<file path="src/rtl/scmd_pkg.sv">
package scmd_pkg;
  localparam int BYTE_W = 8;

  typedef enum logic [1:0] {
    ST_IDLE = 2'd0,
    ST_LOAD = 2'd1,
    ST_ACKL = 2'd2
  } ctl_state_t;
endpackage

</file>
<file path="src/rtl/scmd_pin_sync.sv">
module scmd_pin_sync #(
  parameter int STAGES = 2
) (
  input  logic clk,
  input  logic rst_n,
  input  logic sclk,
  input  logic cs_n,
  input  logic mosi,
  output logic sclk_rise,
  output logic sclk_fall,
  output logic cs_rise,
  output logic cs_fall,
  output logic cs_low,
  output logic mosi_s
);
  logic [STAGES:0]   sclk_q;
  logic [STAGES:0]   cs_q;
  logic [STAGES-1:0] mosi_q;

  always_ff @(posedge clk or negedge rst_n) begin
    if (!rst_n) begin
      sclk_q <= '0;
      cs_q   <= '1;
      mosi_q <= '0;
    end else begin
      sclk_q <= {sclk_q[STAGES-1:0], sclk};
      cs_q   <= {cs_q[STAGES-1:0], cs_n};
      mosi_q <= {mosi_q[STAGES-2:0], mosi};
    end
  end

  assign sclk_rise = sclk_q[STAGES-1] & ~sclk_q[STAGES];
  assign sclk_fall = ~sclk_q[STAGES-1] & sclk_q[STAGES];
  assign cs_rise   = cs_q[STAGES-1] & ~cs_q[STAGES];
  assign cs_fall   = ~cs_q[STAGES-1] & cs_q[STAGES];
  assign cs_low    = ~cs_q[STAGES-1];
  assign mosi_s    = mosi_q[STAGES-1];
endmodule

</file>
<file path="src/rtl/scmd_rx_buf.sv">
module scmd_rx_buf #(
  parameter int NBYTES = 4
) (
  input  logic                         clk,
  input  logic                         rst_n,
  input  logic                         start,
  input  logic                         bit_en,
  input  logic                         bit_in,
  output logic [NBYTES*8-1:0]          bytes_o,
  output logic [$clog2(NBYTES+1)-1:0]  count_o
);
  localparam int CNT_W = $clog2(NBYTES+1);

  logic [6:0]          part_q;
  logic [2:0]          bit_q;
  logic [CNT_W-1:0]    cnt_q;
  logic [NBYTES*8-1:0] bytes_q;
  logic [7:0]          full_byte;
  logic                store_en;

  assign full_byte = {part_q, bit_in};
  assign store_en  = bit_en && (bit_q == 3'd7) && (cnt_q != CNT_W'(NBYTES));

  always_ff @(posedge clk or negedge rst_n) begin
    if (!rst_n) begin
      part_q  <= '0;
      bit_q   <= '0;
      cnt_q   <= '0;
      bytes_q <= '0;
    end else if (start) begin
      bit_q   <= '0;
      cnt_q   <= '0;
      bytes_q <= '0;
    end else if (bit_en) begin
      part_q <= full_byte[6:0];
      bit_q  <= bit_q + 3'd1;
      if (store_en) begin
        cnt_q <= cnt_q + 1'b1;
        for (int i = 0; i < NBYTES; i++) begin
          if (cnt_q == CNT_W'(i)) bytes_q[i*8 +: 8] <= full_byte;
        end
      end
    end
  end

  assign bytes_o = bytes_q;
  assign count_o = cnt_q;
endmodule

</file>
<file path="src/rtl/scmd_tx_buf.sv">
module scmd_tx_buf #(
  parameter int NBYTES = 3
) (
  input  logic                        clk,
  input  logic                        rst_n,
  input  logic                        load,
  input  logic [NBYTES*8-1:0]         load_data,
  input  logic [$clog2(NBYTES+1)-1:0] load_len,
  input  logic                        start,
  input  logic                        shift,
  input  logic                        enable,
  output logic                        miso
);
  localparam int LEN_W = $clog2(NBYTES+1);

  logic [NBYTES*8-1:0] buf_q;
  logic [7:0]          sh_q;
  logic [2:0]          bit_q;
  logic [LEN_W-1:0]    idx_q;

  function automatic logic [7:0] pick(input logic [NBYTES*8-1:0] b, input logic [LEN_W-1:0] idx);
    logic [7:0] r;
    r = 8'h00;
    for (int i = 0; i < NBYTES; i++) begin
      if (idx == LEN_W'(i)) r = b[i*8 +: 8];
    end
    return r;
  endfunction

  always_ff @(posedge clk or negedge rst_n) begin
    if (!rst_n) begin
      buf_q <= '0;
    end else if (load) begin
      for (int i = 0; i < NBYTES; i++) begin
        buf_q[i*8 +: 8] <= (LEN_W'(i) < load_len) ? load_data[i*8 +: 8] : 8'h00;
      end
    end
  end

  always_ff @(posedge clk or negedge rst_n) begin
    if (!rst_n) begin
      sh_q  <= '0;
      bit_q <= '0;
      idx_q <= '0;
    end else if (start) begin
      sh_q  <= enable ? pick(buf_q, '0) : 8'h00;
      bit_q <= '0;
      idx_q <= LEN_W'(1);
    end else if (shift) begin
      if (bit_q == 3'd7) begin
        sh_q  <= enable ? pick(buf_q, idx_q) : 8'h00;
        bit_q <= '0;
        if (idx_q != LEN_W'(NBYTES)) idx_q <= idx_q + 1'b1;
      end else begin
        sh_q  <= {sh_q[6:0], 1'b0};
        bit_q <= bit_q + 3'd1;
      end
    end
  end

  assign miso = sh_q[7];
endmodule

</file>
<file path="src/rtl/scmd_evt_fifo.sv">
module scmd_evt_fifo #(
  parameter int DEPTH = 2,
  parameter int W     = 24
) (
  input  logic         clk,
  input  logic         rst_n,
  input  logic         push,
  input  logic [W-1:0] din,
  input  logic         pop,
  output logic [W-1:0] dout,
  output logic         empty_o
);
  localparam int PTR_W = (DEPTH > 1) ? $clog2(DEPTH) : 1;
  localparam int CNT_W = $clog2(DEPTH+1);

  logic [W-1:0]     mem_q [DEPTH];
  logic [PTR_W-1:0] wr_q, rd_q;
  logic [CNT_W-1:0] cnt_q;
  logic             do_push, do_pop;

  assign do_push = push && (cnt_q != CNT_W'(DEPTH));
  assign do_pop  = pop && (cnt_q != '0);

  function automatic logic [PTR_W-1:0] bump(input logic [PTR_W-1:0] p);
    return (p == PTR_W'(DEPTH-1)) ? '0 : p + 1'b1;
  endfunction

  always_ff @(posedge clk or negedge rst_n) begin
    if (!rst_n) begin
      for (int i = 0; i < DEPTH; i++) mem_q[i] <= '0;
      wr_q  <= '0;
      rd_q  <= '0;
      cnt_q <= '0;
    end else begin
      if (do_push) begin
        mem_q[wr_q] <= din;
        wr_q        <= bump(wr_q);
      end
      if (do_pop) rd_q <= bump(rd_q);
      if (do_push && !do_pop)      cnt_q <= cnt_q + 1'b1;
      else if (do_pop && !do_push) cnt_q <= cnt_q - 1'b1;
    end
  end

  assign dout    = mem_q[rd_q];
  assign empty_o = (cnt_q == '0);
endmodule

</file>
<file path="src/rtl/scmd_responder.sv">
module scmd_responder #(
  parameter int   CMD_MAX     = 4,
  parameter int   RSP_MAX     = 3,
  parameter int   EVT_DEPTH   = 2,
  parameter int   SYNC_STAGES = 2,
  parameter int   NUM_CODES   = 4,
  parameter logic [NUM_CODES*8-1:0] CODE_TABLE = {8'h40, 8'h30, 8'h20, 8'h10},
  parameter logic [NUM_CODES*$clog2(RSP_MAX+1)-1:0] LEN_TABLE = {2'd3, 2'd2, 2'd1, 2'd0},
  parameter logic [7:0] RR_CODE = 8'hA5
) (
  input  logic                            clk,
  input  logic                            rst_n,
  input  logic                            spi_sclk,
  input  logic                            spi_cs_n,
  input  logic                            spi_mosi,
  output logic                            spi_miso,
  output logic                            rsp_ack,
  output logic                            unsol_req,
  output logic                            cmd_valid,
  output logic [7:0]                      cmd_code,
  output logic [(CMD_MAX-1)*8-1:0]        cmd_args,
  output logic [$clog2(CMD_MAX+1)-1:0]    cmd_nbytes,
  input  logic [RSP_MAX*8-1:0]            rsp_data,
  input  logic                            evt_push,
  input  logic [RSP_MAX*8-1:0]            evt_data
);
  import scmd_pkg::*;

  localparam int CNT_W = $clog2(CMD_MAX+1);
  localparam int LEN_W = $clog2(RSP_MAX+1);
  localparam int RSP_W = RSP_MAX*BYTE_W;

  logic sclk_rise, sclk_fall, cs_rise, cs_fall, cs_low, mosi_s;
  logic [CMD_MAX*8-1:0] rx_bytes;
  logic [CNT_W-1:0]     rx_cnt;
  logic [RSP_W-1:0]     evt_head, load_data;
  logic                 evt_empty, is_rr, tx_load;
  logic [LEN_W-1:0]     rsp_len;

  ctl_state_t state_q, state_d;
  logic       pend_q, pend_d;
  logic       hold_q, hold_d;

  scmd_pin_sync #(.STAGES(SYNC_STAGES)) u_sync (
    .clk(clk), .rst_n(rst_n), .sclk(spi_sclk), .cs_n(spi_cs_n), .mosi(spi_mosi),
    .sclk_rise(sclk_rise), .sclk_fall(sclk_fall), .cs_rise(cs_rise),
    .cs_fall(cs_fall), .cs_low(cs_low), .mosi_s(mosi_s)
  );

  scmd_rx_buf #(.NBYTES(CMD_MAX)) u_rx (
    .clk(clk), .rst_n(rst_n), .start(cs_fall), .bit_en(sclk_rise & cs_low),
    .bit_in(mosi_s), .bytes_o(rx_bytes), .count_o(rx_cnt)
  );

  scmd_tx_buf #(.NBYTES(RSP_MAX)) u_tx (
    .clk(clk), .rst_n(rst_n), .load(tx_load), .load_data(load_data),
    .load_len(rsp_len), .start(cs_fall), .shift(sclk_fall & cs_low),
    .enable(pend_q), .miso(spi_miso)
  );

  scmd_evt_fifo #(.DEPTH(EVT_DEPTH), .W(RSP_W)) u_evt (
    .clk(clk), .rst_n(rst_n), .push(evt_push), .din(evt_data),
    .pop(tx_load & is_rr), .dout(evt_head), .empty_o(evt_empty)
  );

  assign is_rr   = (rx_bytes[7:0] == RR_CODE);
  assign tx_load = (state_q == ST_LOAD);

  always_comb begin
    rsp_len = '0;
    for (int i = 0; i < NUM_CODES; i++) begin
      if (rx_bytes[7:0] == CODE_TABLE[i*8 +: 8]) rsp_len = LEN_TABLE[i*LEN_W +: LEN_W];
    end
    if (is_rr) rsp_len = LEN_W'(RSP_MAX);
  end

  always_comb begin
    if (!is_rr)         load_data = rsp_data;
    else if (evt_empty) load_data = '0;
    else                load_data = evt_head;
  end

  always_comb begin
    state_d = state_q;
    pend_d  = pend_q;
    hold_d  = hold_q;
    case (state_q)
      ST_IDLE: begin
        if (cs_rise) begin
          if (pend_q)             pend_d  = 1'b0;
          else if (rx_cnt != '0)  state_d = ST_LOAD;
        end
      end
      ST_LOAD: begin
        pend_d  = (rsp_len != '0);
        hold_d  = hold_q | is_rr;
        state_d = ST_ACKL;
      end
      ST_ACKL: begin
        hold_d  = 1'b0;
        state_d = ST_IDLE;
      end
      default: state_d = ST_IDLE;
    endcase
  end

  always_ff @(posedge clk or negedge rst_n) begin
    if (!rst_n) begin
      state_q <= ST_IDLE;
      pend_q  <= 1'b0;
      hold_q  <= 1'b0;
    end else begin
      state_q <= state_d;
      pend_q  <= pend_d;
      hold_q  <= hold_d;
    end
  end

  assign rsp_ack    = (state_q != ST_ACKL);
  assign unsol_req  = !evt_empty && !hold_q;
  assign cmd_valid  = tx_load;
  assign cmd_code   = rx_bytes[7:0];
  assign cmd_args   = rx_bytes[CMD_MAX*8-1:8];
  assign cmd_nbytes = rx_cnt;
endmodule

</file>
<file path="config.mk">
export PLATFORM = sky130hd
export DESIGN_NAME = scmd_responder
export DESIGN_NICKNAME = d
export VERILOG_FILES = /design/src/rtl/scmd_pkg.sv /design/src/rtl/scmd_pin_sync.sv /design/src/rtl/scmd_rx_buf.sv /design/src/rtl/scmd_tx_buf.sv /design/src/rtl/scmd_evt_fifo.sv /design/src/rtl/scmd_responder.sv
export SDC_FILE = /design/constraint.sdc
export NUM_CORES = 1
export LEC_CHECK = 0
export BUFFER_PORTS_ARGS = -buffer_cell sky130_fd_sc_hd__buf_2
export CELL_PAD_IN_SITES_DETAIL_PLACEMENT = 1
export CELL_PAD_IN_SITES_GLOBAL_PLACEMENT = 1
export CORE_MARGIN = 10
export CORE_UTILIZATION = 48
export CTS_BUF_LIST = sky130_fd_sc_hd__clkbuf_4 sky130_fd_sc_hd__clkbuf_8
export CTS_CLUSTER_DIAMETER = 200
export CTS_CLUSTER_SIZE = 28
export DETAILED_ROUTE_END_ITERATION = 6
export PLACE_DENSITY = 0.8
export SLEW_MARGIN = 15
export SYNTH_ARGS = -nofsm -noshare
export SYNTH_HDL_FRONTEND = slang
export SYNTH_HIERARCHICAL = 1
export SYNTH_SLANG_ARGS = --single-unit
</file>
<file path="constraint.sdc">
create_clock -name clk -period 2.5 [get_ports clk]
set_input_delay 0.125 -clock clk [delete_from_list [all_inputs] [get_ports clk]]
set_output_delay 0.125 -clock clk [all_outputs]
set_load 0.01 [all_outputs]
</file>
==> results of run 1 <==
==> routing by layer <==
metal / vias up / part of all wire (%) / wire [um]
li1: 2568 / - / -
met1: 2810 / 42 / 8420
met3: 18 / 4.1 / 831
met2: 100 / 53 / 10600
met5: - / 0 / 0
met4: 0 / 1.2 / 246
==> power by group through the flow <==
stage               Combinational, W  Clock [W]  Sequential (W)
CTS                          0.00214    0.00208         0.00326
floorplan                    0.00174          0         0.00315
finish                       0.00215    0.00204         0.00326
global route                 0.00234    0.00220         0.00334
detailed placement           0.00207          0         0.00330
global placement             0.00199          0         0.00325
==> cell usage in the layout (no fill, tap or decap), types with 18 or more instances in the layout <==
| cell type | n |
|---|---|
| nand2_1 | 95 |
| mux2_4 | 40 |
| nand2b_1 | 51 |
| dfrtp_1 | 143 |
| o21ai_1 | 25 |
| a21oi_1 | 43 |
| inv_1 | 35 |
| dlygate4sd3_1 | 29 |
| clkbuf_8 | 19 |
| buf_2 | 91 |
| mux2_2 | 22 |
| nor2_1 | 18 |
==> state kept, by name, summed over array words and instances (netlist names), 3 cells and up <==
signal	cells
u_evt/mem_q	48
u_rx/bytes_o	32
u_tx/buf_q	24
u_tx/sh_q	8
u_rx/part_q	7
u_rx/bit_q	3
u_rx/count_o	3
u_sync/cs_q	3
u_sync/sclk_q	3
u_tx/bit_q	3
==> Yosys cell counts (all sizes together), types with 2 or more instances <==
library cell  count
o32a              7
nor2b             5
clkbuf           17
buf              26
mux2             79
ha               18
mux2i            14
a221oi            7
and2b             2
nor3              3
nand2b           52
and3              8
o22ai            16
dfstp             3
nand3             9
o21ai            38
a21oi            43
nand4             3
nand2            96
dfrtp           143
nand4b            3
nor2             18
xor2              3
inv              35
and4b             3
and2              5
nand3b           11
or3               3
xnor2             4
==> final cells by class <==
| class | instances | area (um2) |
|---|---|---|
| timing repair buffer | 131 | 845 |
| inverter | 35 | 131 |
| fill | 1651 | 6500 |
| tap | 188 | 235 |
| clock buffer | 19 | 262 |
| multi-input combinational | 463 | 3400 |
| sequential | 146 | 3660 |
| clock inverter | 13 | 173 |
==> critical path, stage by stage, from the launching register on <==
cell	delay [ns]
dfrtp_1	0.43
or4b_4	0.58
nor2_1	0.11
a22o_1	0.37
nand2_1	0.29
o22ai_1	0.25
==> through the flow <==
stage | instance area [um2] | power [W] | hold WS, ns
floorplan | 7470 | 0.00490 | -0.171
global placement | 7980 | 0.00523 | 0.111
detailed placement | 7980 | 0.00537 | 0.123
CTS | 8700 | 0.00748 | 0.000123
global route | 8700 | 0.00787 | 0.0325
finish | 8700 | 0.00745 | 0.0181
==> worst max path at each step <==
stage                                       endpoint  slack, ns  cells past startpoint
final                     u_tx/buf_q[23]$_DFFE_PN0P_       0.39                      5
after global routing       u_tx/buf_q[1]$_DFFE_PN0P_       0.26                      5
after CTS                 u_tx/buf_q[23]$_DFFE_PN0P_       0.40                      5
after detailed placement   u_tx/buf_q[2]$_DFFE_PN0P_       0.42                      5
after global placement     u_tx/buf_q[6]$_DFFE_PN0P_       0.57                      5
after floorplan           u_evt/cnt_q[1]$_DFFE_PN0P_       0.57                      9
==> cells by family (layout without fill, tap and decap cells) <==
logic type | after synthesis | after routing | synth area share (%)
multiplexers | 93 | 93 | 15.8
flip-flops | 146 | 146 | 49.0
XOR/XNOR | 7 | 7 | 0.821
AND/OR/NAND/NOR | 225 | 225 | 16.1
adder cells (fa/ha/maj) | 18 | 18 | 3.02
buffers and inverters | 78 | 198 | 5.64
AO/OA/AOI/OAI | 120 | 120 | 9.63
==> timing repair <==
item	4_1_cts	5_1_grt
hold buffers	29	0
endpoints found under the hold margin	102	0
buffers inserted	0	0
==> results.ini, run 1 <==
[job]
max_cap_violations = 0

[sta]
rsz0062_at_grt = no
finalHoldViolations = 0
timing.final.ws_setup_ns = 0.386
slew_headroom_pct = 46.5
tightest_slew_ns = 0.801
setup_viol = 0
setup-tns-final_ns = 0
min_period_ns = 2.11
slew_viol_final = 0
skew_ns = 0.0123
timing.fmax_mhz = 473
post-route-period-util_pct = 84.6

[worst_setup_path]
crit_path_start_kind = flop
criticalPathCategory = flop to flop
r2r_cells = 5
setup.worst_path.end_class = flop
cp.arrival_ns = 2.48
critPathRequiredTime_ns = 2.87
crit_path_max_fanout = 10
cp-startpoint = u_rx/bytes_o[1]$_DFFE_PN0P_
worstReg2RegStart = u_rx/bytes_o[1]$_DFFE_PN0P_
rrSetupSlack_ns = 0.39
reg2reg_to = u_tx/buf_q[23]$_DFFE_PN0P_

[clock_network]
clk_pin_slew_ns = 0.09
cts-resized-gates = 0
cts_buffer_depth = 2
cts_buffers = 17
clock_sinks = 146
cts_tree = done
cts-root-buf = clkbuf_8
insertion_delay_ns = 0.46
h-tree-depth = 4

[placed_design]
dp.cells = 934
dp_hpwl_um = 13600
dpl_worst_slack_ns = 0.416
port_buffers = 92
routabilityCongestion = 0.808

[power]
swShare_pct = 31.3
switching_power_w = 0.00233
ir_drop_v = 0.000491
p_comb_share_pct = 28.8
p_int_w = 0.00512
power.density_nw_per_um2 = 856
leakage_nw = 4.13
seqPwrFrac_pct = 43.8
pwr-share-clk_pct = 27.4

[synthesis]
netlist_area_um2 = 7470
yosysTopAreaCellShare_pct = 47.9
syn-num-nets = 759
async_flop_share_pct = 100
syn_inst = 687
synth-seq-cells = 146
synth_edf_count = 0
synthTopCellsByArea = dfrtp_1 (48%), mux2_4 (8.0%), nand2_1 (4.8%)
ys.warnings.count = 6
syn_avg_cell_area_um2 = 10.9
synth_seq_area_share_pct = 49.0
ys.flop_type = dfrtp_1
ys_types = 58
yosys.area.top_type = dfrtp_1

[worst_hold_path]
hold_path_end = u_tx/buf_q[7]$_DFFE_PN0P_
hold_depth = 5
worstHoldStart = rsp_data[7]
hold_class = input pin to flop

[cells_and_area]
drive_gt1_share_pct = 26.5
synthToLayoutAreaGrowth_pct = 16.5
num_antenna_cells = 0
finalNonFillerCells = 995
nets = 866
final_util_pct = 57.3

[grt]
grt_antenna_before_repair = 0
busiest_layer = met2
grtUsageMet3_pct = 4.37
gr-usage-met1_pct = 24.0
overflow = 0
grt_pass1_wl_um = 33000
grtUsageMet2_pct = 35.4
grt_use_total_pct = 20.1
grt_max_degree = 55
first_global_vias = 6183

[floorplan]
die_y_um = 145
dieWidth_um = 145
initial_utilization_pct = 49.1
num_io_pins = 93
rows = 45
dieArea_um2 = 21000
core_um2 = 15200

[route]
ant_nets = 0
drc = 0
vias_per_cell = 5.52
drt_wl_total_um = 20100
routedWlPerCell_um = 20.2
drt-initial-drc-count = 281
dr_total_vias = 5496
drt_pass1_iterations = 5

[outcome]
outcome = complete, no violations

Note: power is estimated with default switching activity, not from simulation.
==> run 2, diff against run 1 <==
- clock period: 2.5 -> 2.2 ns (I/O delays scaled with it)
==> run 2 against run 1 <==
Against the previous run:
- die area is the same
- sequential share of layout area decreased by 0.28 points
- cell count rose by 1.1%
- utilization grew 0.38 points
- setup slack lost 0.14 ns
- critical path type is now flop to output pin
- largest cell class unchanged
- largest power group unchanged
==> results.ini, run 2 (same netlist as run 1, synthesis figures left out) <==
[placed_design]
port_buffers = 92
dp_hpwl_um = 14000
dpl-instance-area_um2 = 8030
routabilityCongestion = 0.839

[worst_setup_path]
endpoint = cmd_valid
path_cells = inv_1 > ha_2 > buf_4 > buf_2
r2r_cells = 5
criticalPathCategory = flop to output pin
crit_path_start_kind = flop
worstReg2RegStart = u_sync/sclk_q[2]$_DFF_PN0_
reg2reg_to = u_rx/bytes_o[12]$_DFFE_PN0P_
setup.worst_path.end_class = output pin
cpPeakStageDelay_ns = 0.43
crit_path_max_fanout = 53
cpMaxStageDelayCell = buf_4
critPathRequiredTime_ns = 2.09
rrSetupSlack_ns = 0.34
cp.arrival_ns = 1.84
cp-startpoint = state_q[1]$_DFFE_PN0P_

[route]
ant_nets = 0
dr_total_vias = 5527
vias_per_cell = 5.49
drt_pass1_iterations = 4
drt-initial-drc-count = 263
drt_wl_total_um = 20100
routedWlPerCell_um = 19.9
drc = 0

[floorplan]
core_um2 = 15200
num_io_pins = 93
die_y_um = 145
dieWidth_um = 145
dieArea_um2 = 21000
initial_utilization_pct = 49.1
rows = 45

[sta]
tightest_slew_ns = 0.627
skew_ns = 0.0164
min_period_ns = 1.95
slew_headroom_pct = 58.2
finalHoldViolations = 0
post-route-period-util_pct = 88.8
rsz0062_at_grt = no
setup_viol = 0
timing.fmax_mhz = 512
setup-tns-final_ns = 0
slew_viol_final = 0

[power]
p_total_w = 0.00839
leakage_nw = 4.17
power.density_nw_per_um2 = 957
ir_drop_v = 0.000631

[clock_network]
h-tree-depth = 4
clk_pin_slew_ns = 0.09
insertion_delay_ns = 0.45
clock_sinks = 146
cts-root-buf = clkbuf_8
post_cts_buffers = 0
cts_buffer_depth = 2
cts_buffers = 17
cts_tree = done

[cells_and_area]
largest_reg_flops = 48
nets = 877
drive_gt1_share_pct = 27.1
num_antenna_cells = 0
synthToLayoutAreaGrowth_pct = 17.3
final_common_cell = dfrtp_1
top_register = u_evt/mem_q
stdcell_area_um2 = 8760
final_cell_mix = dfrtp_1 (143), nand2_1 (95), buf_2 (91), nand2b_1 (51), a21oi_1 (43)

[grt]
grt_antenna_before_repair = 0
first_global_vias = 6228
overflow = 0
grt_max_degree = 68
grt_use_total_pct = 20.2
grt_pass1_wl_um = 33200

[job]
max_cap_violations = 0

[worst_hold_path]
hold_class = input pin to flop

[outcome]
outcome = complete, no violations

==> run 2: cell count changes in the layout (fill, tap and decap cells not counted), sizes merged <==
| cell | change |
|---|---|
| dlygate4sd3 | +3 |
| clkbuf | -1 |
| buf | +8 |
| inv | +3 |
| bufinv | -1 |
| clkinv | -2 |
| clkinvlp | +1 |
==> run 2: cell type report <==
| cell class | instances | area [um2] |
|---|---|---|
| Multi-Input combinational cell | 463 | 3400 |
| Inverter | 35 | 131 |
| Clock inverter | 14 | 166 |
| Timing Repair Buffer | 142 | 922 |
| Clock buffer | 18 | 248 |
| Fill cell | 1678 | 6440 |
| Sequential cell | 146 | 3660 |
| Tap cell | 188 | 235 |
==> run 2: how the worst min path moves through the flow <==
| stage | from | end | slack [ns] | depth (start not counted) |
|---|---|---|---|---|
| global placement | rst_n | u_evt/mem_q[10]$_DFFE_PN0P_ | 0.15 | 1 |
| CTS | rsp_data[2] | u_tx/buf_q[2]$_DFFE_PN0P_ | 0.003 | 5 |
| detailed placement | rst_n | u_evt/mem_q[34]$_DFFE_PN0P_ | 0.16 | 1 |
| global route | rsp_data[2] | u_tx/buf_q[2]$_DFFE_PN0P_ | 0.02 | 5 |
| floorplan | rst_n | hold_q$_DFFE_PN0P_ | -0.19 | 0 |
| finish | rsp_data[2] | u_tx/buf_q[2]$_DFFE_PN0P_ | 0.008 | 5 |
==> run 2: report_power, final <==
group	switching (W)	internal [W]	leakage, nW
Combinational	0.00108	0.00135	2.09
Sequential	0.000455	0.00328	1.87
Clock	0.00114	0.00108	0.207
Total	0.00268	0.00571	4.17
==> run 2: per-stage QoR <==
stage               hold slack (ns)  utilization, %  cells  worst slack [ns]
global placement              0.146            52.8    942             0.432
global route                 0.0203            57.6   1006             0.118
CTS                         0.00259            57.6   1006             0.165
finish                      0.00757            57.6   1006             0.247
floorplan                    -0.186               -    687             0.271
detailed placement            0.158            52.8    942             0.352
==> run 2: what timing repair did <==
| item | 4_1_cts | 5_1_grt |
|---|---|---|
| endpoints found under the hold margin | 116 | 0 |
| setup endpoints to repair | 0 | 0 |
| hold buffers | 32 | 0 |
| gates resized for setup | 0 | 0 |
==> run 2: metal layers <==
metal / wire length, um / track usage, % / vias up
met4: 298 / 5.69 / 0
met2: 10500 / 34.7 / 91
li1: - / - / 2590
met5: 0 / 0 / -
met3: 750 / 5.15 / 23
met1: 8510 / 24.4 / 2823
==> run 2: critical path, delay by kind of cell, from the launching register on <==
kind / cells / cell delay [ns]
buffers and inverters: 3 / 0.80
adders and majority gates: 1 / 0.20
DFF: 1 / 0.39
==> run 3, diff against run 2 <==
- CORE_UTILIZATION: 48 -> 51
- GPL_TIMING_DRIVEN: not set -> 0
- PLACE_DENSITY: 0.8 -> 0.84
- REMOVE_ABC_BUFFERS: not set -> 1
- clock period: 2.2 -> 2.4 ns (I/O delays scaled with it)
==> run 3 against run 2 <==
Against the previous run:
- via count hardly changed
- non-clock buffer count shrank 12
- utilization is 2.6 points higher
- cell count decreased by 1.7%
- clock skew is 0.0069 ns lower
- critical endpoint is now u_tx/buf_q[7]$_DFFE_PN0P_
- power is 11% lower
- setup slack worse by 0.11 ns
- highest routed layer unchanged
- die area fell by 5.1%
- design area decreased by 0.84%
- worst hold slack gained 0.028 ns
==> results.ini, run 3 (same netlist as run 1, synthesis figures left out) <==
[outcome]
outcome = complete, no violations

[grt]
grt_antenna_before_repair = 0
busiest_layer = met2
gr-usage-met1_pct = 24.2
overflow = 0
grt_pass1_wl_um = 32200
grtUsageMet2_pct = 34.0
grt_use_total_pct = 19.8
grt_max_degree = 83
grtUsageMet3_pct = 3.86
first_global_vias = 6102

[route]
vias_per_cell = 5.59
ant_nets = 0
drc = 0
drt_wl_total_um = 19800
drt-initial-drc-count = 380
routedWlPerCell_um = 20.0
dr_total_vias = 5524
drt_pass1_iterations = 4

[worst_hold_path]
hold_class = input pin to flop

[worst_setup_path]
rrSetupSlack_ns = 0.14
crit_path_start_kind = flop
cp-startpoint = u_rx/bytes_o[2]$_DFFE_PN0P_
setup.worst_path.end_class = flop
worstReg2RegStart = u_rx/bytes_o[2]$_DFFE_PN0P_
critPathRequiredTime_ns = 2.68
crit_path_max_fanout = 10
criticalPathCategory = flop to flop
reg2reg_to = u_tx/buf_q[7]$_DFFE_PN0P_
r2r_cells = 5
endpoint = u_tx/buf_q[7]$_DFFE_PN0P_
cp.arrival_ns = 2.55

[placed_design]
dpl_worst_slack_ns = -0.336
port_buffers = 92
dpl-instance-area_um2 = 8000
routabilityCongestion = 0.831
dp_hpwl_um = 13100

[sta]
rsz0062_at_grt = no
slew_viol_final = 0
min_period_ns = 2.26
skew_ns = 0.00951
setup-tns-final_ns = 0
setup_viol = 0
slew_headroom_pct = 40.3
finalHoldViolations = 0
fin_hold_ws_ns = 0.0352
tightest_slew_ns = 0.895
timing.fmax_mhz = 442
post-route-period-util_pct = 94.4
timing.final.ws_setup_ns = 0.136

[cells_and_area]
stdcell_area_um2 = 8690
final_cell_mix = dfrtp_1 (142), nand2_1 (95), buf_2 (91), nand2b_1 (51), a21oi_1 (43)
final_util_pct = 60.2
num_antenna_cells = 0
nets = 865
largest_reg_flops = 48
top_register = u_evt/mem_q
synthToLayoutAreaGrowth_pct = 16.3
drive_gt1_share_pct = 26.5
final_common_cell = dfrtp_1

[floorplan]
num_io_pins = 93
rows = 44
die_y_um = 141
dieWidth_um = 141
dieArea_um2 = 19900
core_um2 = 14400
initial_utilization_pct = 51.8

[clock_network]
clock_sinks = 146
cts_buffers = 17
cts-resized-gates = 0
h-tree-depth = 4
insertion_delay_ns = 0.44
cts_tree = done
cts-root-buf = clkbuf_8
clk_pin_slew_ns = 0.08
cts_buffer_depth = 2

[job]
max_cap_violations = 0

[power]
ir_drop_v = 0.000791
leakage_nw = 4.12
power.density_nw_per_um2 = 863

==> run 3: cell types whose count changed in the layout (fill, tap and decap cells not counted), moves of 2 or more <==
cell | before | now
clkbuf_8 | 18 | 23
inv_8 | 3 | 0
bufinv_16 | 2 | 0
clkbuf_4 | 0 | 3
buf_4 | 18 | 1
buf_12 | 0 | 3
clkinv_2 | 1 | 5
clkinvlp_4 | 2 | 0
inv_6 | 5 | 0
==> run 3: what timing repair did <==
action / 4_1_cts / 5_1_grt
hold endpoints to repair: 132 / 0
setup buffers: 1 / 0
hold buffers: 31 / 0
setup endpoints to repair: 2 / 0
==> run 3: worst min path at each step <==
stage / from / to / slack (ns) / depth (start not counted)
after CTS: rsp_data[15] / u_tx/buf_q[15]$_DFFE_PN0P_ / 0.008 / 5
final: rsp_data[23] / u_tx/buf_q[23]$_DFFE_PN0P_ / 0.04 / 5
after floorplan: rst_n / hold_q$_DFFE_PN0P_ / -0.18 / 0
after global routing: rsp_data[22] / u_tx/buf_q[22]$_DFFE_PN0P_ / 0.03 / 5
after detailed placement: rst_n / u_evt/mem_q[36]$_DFFE_PN0P_ / 0.16 / 1
after global placement: spi_cs_n / u_sync/cs_q[0]$_DFF_PN1_ / 0.23 / 1
==> run 3: final cells by class <==
cell class	instances	area, um2
Clock buffer	26	339
Timing Repair Buffer	130	898
Multi-Input combinational cell	463	3400
Inverter	35	131
Fill cell	1590	5740
Clock inverter	5	25.0
Sequential cell	146	3660
Tap cell	184	230
==> run 3: per-layer routing <==
metal  vias up  wire length [um]
met4         0               390
met5         -                 0
met1      2824              8500
met3        26               676
li1       2561                 -
met2       113             10200
==> run 3: worst max-delay path, cell delays in order (launching register included) <==
cell and delay, ns:
dfrtp_1 0.42, and2_1 0.19, a32o_1 0.30, a22o_1 0.41, nor2_1 0.59, o22ai_1 0.21
==> run 3: through the flow <==
stage / total power, W / cells
after global routing: 0.00791 / 989
after CTS: 0.00752 / 989
after global placement: 0.00538 / 920
final: 0.00750 / 989
after detailed placement: 0.00563 / 926
after floorplan: 0.00495 / 644
==> run 3: power by group <==
group	switching, W	internal [W]	leakage (nW)	total (W)
Clock	0.000903	0.000903	0.199	0.00181
Sequential	0.000428	0.00300	1.87	0.00343
Combinational	0.000996	0.00126	2.05	0.00226
